`src/rtl/pwft_ctrl.sv`:
```
module pwft_ctrl #(
  parameter int CNT_W    = 7,
  parameter int BND_LOG2 = 10
) (
  input  logic                clk,
  input  logic                rst_n,
  input  logic                tgt_grant,
  input  logic                init_active,
  input  logic [3:0]          cmd,
  input  logic [1:0]          cls_sel,
  input  logic [CNT_W-1:0]    fifo_cnt,
  input  logic [BND_LOG2-1:0] dw_ofs,
  input  logic                xfer,
  output logic                mst_start,
  output logic                mst_term,
  output logic                init_disc,
  output logic                ft_mode,
  output logic                busy
);
  localparam logic [3:0] CMD_MW  = 4'b0111;
  localparam logic [3:0] CMD_MWI = 4'b1111;
  localparam int         CW      = (CNT_W > 6) ? CNT_W : 6;

  logic busy_q, flow_q, disc_q;

  wire       cmd_ok  = (cmd == CMD_MW) || (cmd == CMD_MWI);
  wire       start_c = !busy_q && tgt_grant && cmd_ok && (|fifo_cnt);

  wire [5:0] cls     = 6'd4 << cls_sel;
  wire [5:0] off     = {1'b0, dw_ofs[4:0]} & (cls - 6'd1);
  wire [5:0] rem     = cls - off;

  wire       stream  = busy_q && flow_q && init_active;
  wire       qe_c    = stream && (CW'(fifo_cnt) < CW'(rem));
  wire       drain_c = busy_q && !stream &&
                       ((fifo_cnt == '0) || (xfer && fifo_cnt == CNT_W'(1)));
  wire       end_c   = qe_c || drain_c;
  wire       bnd_c   = stream && xfer && (&dw_ofs) && !disc_q;

  always_ff @(posedge clk) begin
    if (!rst_n) begin
      busy_q    <= 1'b0;
      flow_q    <= 1'b0;
      disc_q    <= 1'b0;
      mst_start <= 1'b0;
      mst_term  <= 1'b0;
      init_disc <= 1'b0;
    end else begin
      mst_start <= start_c;
      mst_term  <= end_c;
      init_disc <= bnd_c;
      if (start_c) begin
        busy_q <= 1'b1;
        flow_q <= init_active;
        disc_q <= 1'b0;
      end else begin
        if (end_c) busy_q <= 1'b0;
        if (bnd_c) disc_q <= 1'b1;
      end
    end
  end

  assign ft_mode = busy_q & flow_q;
  assign busy    = busy_q;
endmodule


```
`config.mk`:
```
export PLATFORM = sky130hd
export DESIGN_NAME = pwft_ctrl
export DESIGN_NICKNAME = d
export VERILOG_FILES = /design/src/rtl/pwft_ctrl.sv
export SDC_FILE = /design/constraint.sdc
export NUM_CORES = 1
export LEC_CHECK = 0
export BUFFER_PORTS_ARGS = -buffer_cell sky130_fd_sc_hd__buf_2
export CAP_MARGIN = 15
export CORE_UTILIZATION = 37
export CTS_CLUSTER_DIAMETER = 40
export DETAILED_ROUTE_END_ITERATION = 8
export PLACE_DENSITY = 0.77
export SLEW_MARGIN = 10
export SYNTH_ARGS = -nofsm -noshare
export SYNTH_HDL_FRONTEND = slang
export SYNTH_SLANG_ARGS = --single-unit
```
`constraint.sdc`:
```
create_clock -name clk -period 2.68 [get_ports clk]
set_clock_uncertainty 0.15 [all_clocks]
set_input_delay 0.402 -clock clk [delete_from_list [all_inputs] [get_ports clk]]
set_output_delay 0.402 -clock clk [all_outputs]
set_load 0.01 [all_outputs]
```
* Yosys cells after proc, flatten, opt, wreduce, memory -nomap -nowiden
Cells that the tools add are included.
** Word-level totals
- Output and inout port bits :: 5
- Logic and storage cells :: 41
- Flip-flop bits (word level) :: 6
** Operators by class
- Shift operators :: 1
- Add/sub/neg operators :: 2
- $lt $le $gt $ge :: 1
- Equal/unequal tests :: 3
- Muxes and demuxes :: 2
- Bitwise logic cells :: 3
- Reduce and logical (&&, ||, !) cells :: 23
** Operator list (count)
- logical AND 1 bit :: 12
- AND reduction 10 bit :: 1
- equality test 7 x 1 -> 1 bit, second input constant :: 1
- zero test 7 bit :: 1
- less-than comparator 7 x 6 -> 1 bit :: 1
- OR reduction 7 bit :: 1
- bitwise AND 5 x 6 -> 6 bit :: 1
- << shifter 3 x 2 -> 6 bit, first input constant :: 1
- subtractor 6 x 1 -> 6 bit, second input constant :: 1
- subtractor 6 bit :: 1
- equality test 4 x 3 -> 1 bit, second input constant :: 1
- equality test 4 bit, second input constant :: 1
- zero test 1 bit :: 3
- logical OR 1 bit :: 3
- two-way mux 1 bit :: 2
- nonzero test 2 bit :: 1
- OR reduction 2 bit :: 1
- bitwise AND 1 bit :: 1
- inverter 1 bit :: 1

* Depth between registers and ports, before layout
- Depth in word-level cells :: 9
- Mapped depth :: 11

* Worst setup path after synthesis
Ideal clock, no wire load.
- Path type :: input to register
- From :: input cls_sel[1]
- To :: register busy_q (netlist: busy)
- Buffers on the path :: 1
- Setup slack :: 0.090 ns
- Library setup time :: 0.117 ns
- Arrival :: 2.323 ns
- Stages on the path :: 10
- Cells stage by stage :: clkbuf_1 nor2b_1 ha_1 a21oi_1 nand2_1 a31oi_1 ha_1 a2111oi_0 o211ai_1 a32o_1
** On the way
- Cells in the longest elaborated chain, start to end :: 8
** Ends and longest elaborated chain
- from (decl) :: RTL line 10 : input logic [1:0] cls_sel,
- << shifter 3 x 2 -> 6 bit * :: RTL line 29 : wire [5:0] cls = 6'd4 << cls_sel;
- subtractor 6 x 1 -> 6 bit :: RTL line 30 : wire [5:0] off = {1'b0, dw_ofs[4:0]} & (cls - 6'd1);
- bitwise AND 5 x 6 -> 6 bit :: RTL line 30
- subtractor 6 bit * :: RTL line 31 : wire [5:0] rem = cls - off;
- less-than comparator 7 x 6 -> 1 bit * :: RTL line 34 : wire qe_c = stream && (CW'(fifo_cnt) < CW'(rem));
- logical AND 1 bit * :: RTL line 34
- logical OR 1 bit * :: RTL line 37 : wire end_c = qe_c || drain_c;
- nonzero test 2 bit (no source line) *
- to (signal assigned) :: RTL line 42 : busy_q <= 1'b0;
- to (signal assigned) :: RTL line 53 : busy_q <= 1'b1;
- to (signal assigned) :: RTL line 57 : if (end_c) busy_q <= 1'b0;
- to (decl) :: RTL line 24 : logic busy_q, flow_q, disc_q;
Every way passes the cells marked *; elsewhere a longest branch is shown, timed or not.
A chain may end at the register's enable or synchronous reset.

* Final worst setup path
Same ends and word-level chain as after synthesis.

==> key figures <==
Hold path
  – Hold Path Stages: 3
  – Worst Hold Class: input port to flop

Worst setup path
  – CP Launch Type: input port
  – CP arrival: 2.47 ns
  – Req. time, crit path: 2.66 ns
  – Critical path peak fanout: 5
  – CP Class: input port to flop
  – Worst reg2reg path depth: 4
  – Crit end category: flop

Synthesis
  – Biggest area consumer among synthesized cells: dfxtp_1
  – Synth warn: 0
  – Syn_nets: about 110
  – Area contributors post-synth: dfxtp_1 (22%), ha_1 (18%), nand2_1 (6.1%)
  – Yosys top cell area share: 21.7%
  – Netlist cell types: 30
  – Seq/Total Area, Yosys: 21.7%
  – Synthesized area: roughly 550 um2
  – Mean post-synth cell area: 7.79 um2
  – Synthesized flop and latch total: 6
  – Post-Syn Instances: a little over 70

Clock network
  – Clock Path Buffers: 2
  – Post-CTS Setup Inserts: 0
  – Number of CTS-inserted buffers: 3
  – Post-CTS Resized: 0
  – Hold bufs inserted after CTS: 0
  – CTS tree: yes
  – Clock sink total: 6
  – H-tree Lvls: 1
  – Clk Latency, worst-skew pair: about 0.24 ns
  – Clock-pin slew on the worst setup and hold paths: 0.04 ns
  – Root buf cell: clkbuf_4

Place
  – PortBufs: 31
  – Placement Setup Slack: -0.0620 ns
  – DP Cell Count: 117
  – Final RePlAce weighted congestion: 0.815
  – Area after DPL: about 730 um2

Final layout
  – Most frequent cells in the layout: buf_2 (31), nand2_1 (9), ha_1 (8)
  – Share of cells above drive strength 1: 34.3%
  – Fin util: 55.8%
  – Non-filler cells, final: 120
  – Antenna diodes: 0
  – Fillers: 128
  – Area growth syn-to-layout: 36.2%
  – Final Cell Area: 753 um2
  – Nets: 143
  – Commonest non-fill, non-tap cell in the layout: buf_2

STA
  – Final hold slack: 0.282 ns
  – Fmax: between 400 and 500 MHz
  – Sum Neg Setup Slack: 0 ns
  – Final cycle utilization of the critical path: 93.0%
  – Worst-Margin Slew: 0.449 ns
  – Slew margin rel.: 69.8%
  – Fin. Hold Viols: 0
  – RSZ-0062 raised after global routing: false
  – Final Max Tran Viols: 0
  – Post-layout min period: 2.49 ns
  – Setup ws final: between 0.15 and 0.2 ns
  – Final Setup Violations: 0

Global routing
  – Global route overflow: 0
  – Initial antenna violation count: 0
  – First-pass GRT wire length: approximately 1900 um
  – GRT Total Usage: 17.2%
  – Pin count of the biggest net entering global routing: 9
  – Vias in the first global route: 481

Power and ir drop
  – Pwr Total: between 0.2 and 0.25 mW
  – Net Sw Frac: between 20% and 30%
  – Sequential share of power: 37.4%
  – P per Cell Area: approximately 330 mW/mm2
  – Clk network pwr share: 32.2%
  – Total internal power: 0.179 mW
  – Leakage: 0.376 nW
  – NetSw: 0.0662 mW
  – Worst VDD drop: 0.189 mV
  – Comb pwr share: 30.4%

Detailed routing
  – Routed wire length: around 1200 um
  – Detail Route Antenna Nets: 0
  – Avg WL per Cell: 10.0 um
  – Residual DRC: 0
  – Vias: 635
  – Average vias per placed instance: ~5.3
  – Drt first-iter violations: 7
  – DRT Pass-1 Iters: 4

Die
  – Initial core utilization: roughly two fifths
  – Core area: 0.00135 mm2
  – IO Pins: 33
  – Die X: 40.7 um
  – Chip Height: 40.7 um
  – Die ar.: 0.00165 mm2
  – Cell Rows: 13

Job
  – Max-Cap Viols: 0

Status
  – Status: completed
-- power by group through the flow --
stage	Combinational [mW]	Sequential [mW]	Clock, mW
2_1_floorplan	0.0384	0.0935	0
3_3_place_gp	0.0709	0.0932	0
3_5_place_dp	0.0743	0.0933	0
4_1_cts	0.0748	0.0917	0.0840
5_1_grt	0.0843	0.0917	0.0880
6_report	0.0745	0.0918	0.0788
-- layer usage --
| metal | track usage [%] | share of wire [%] | vias up |
|---|---|---|---|
| li1 | - | - | 326 |
| met1 | 21.2 | 45 | 288 |
| met2 | 28.6 | 49 | 21 |
| met3 | 8.15 | 6.2 | 0 |
| met4 | 0 | 0 | 0 |
| met5 | 0 | 0 | - |
-- cells by family after synthesis --
kind of cell    after synthesis  synth area share [%]
compound gates               14                  17.4
xor+xnor                      3                  4.75
fa+ha+maj                     8                  18.1
buf+inv                       5                  3.39
flops                         6                  21.7
mux                           1                  1.81
simple gates                 34                  32.8
-- synthesized netlist by cell type --
library cell and n:
nand4_1 2, a21boi_0 1, a2111oi_0 1, nor3_1 1
nand2b_1 1, nor4_2 1, o21bai_1 1, and3b_1 1
clkbuf_1 1, o211ai_1 1, ha_1 8, a32o_1 1
a31oi_1 2, mux2i_1 1, a211oi_1 1, dfxtp_1 6
a21o_1 1, nor2b_1 1, nor2_1 7, and2_1 4
nor4_1 2, nand2_1 9, nand4b_1 1, xnor2_1 3
or3b_1 1, a21oi_1 2, o21a_1 1, nand3_1 3
o21ai_0 2, inv_1 4
-- flip-flops by register name, summed over array words and instances, names as in the netlist --
name       count
busy           1
disc_q         1
flow_q         1
init_disc      1
mst_start      1
mst_term       1
-- worst paths after layout --
path	end	slack [ns]	from
max	busy	0.19	cls_sel[1]
min	flow_q	0.28	init_active
max reg2reg	busy	1.04	busy
min reg2reg	flow_q	0.33	flow_q
-- worst max-delay path, cell delays in order --
cell and delay, ns:
buf_2 0.12, nor2b_1 0.14, ha_1 0.33, a21oi_1 0.14
nand2_1 0.06, a31oi_1 0.20, ha_1 0.27, a2111oi_0 0.38
o211ai_1 0.17, a32o_1 0.24
-- cell type report --
cell class	count	area (um2)	area share, %
multi-input cells	60	414	55.0
well taps	15	18.8	2.49
flip-flops and latches	6	120	15.9
clock buffers	3	22.5	2.99
inverters	4	15.0	1.99
repair buffers	32	163	21.6
(Power assumes the default switching activity.)
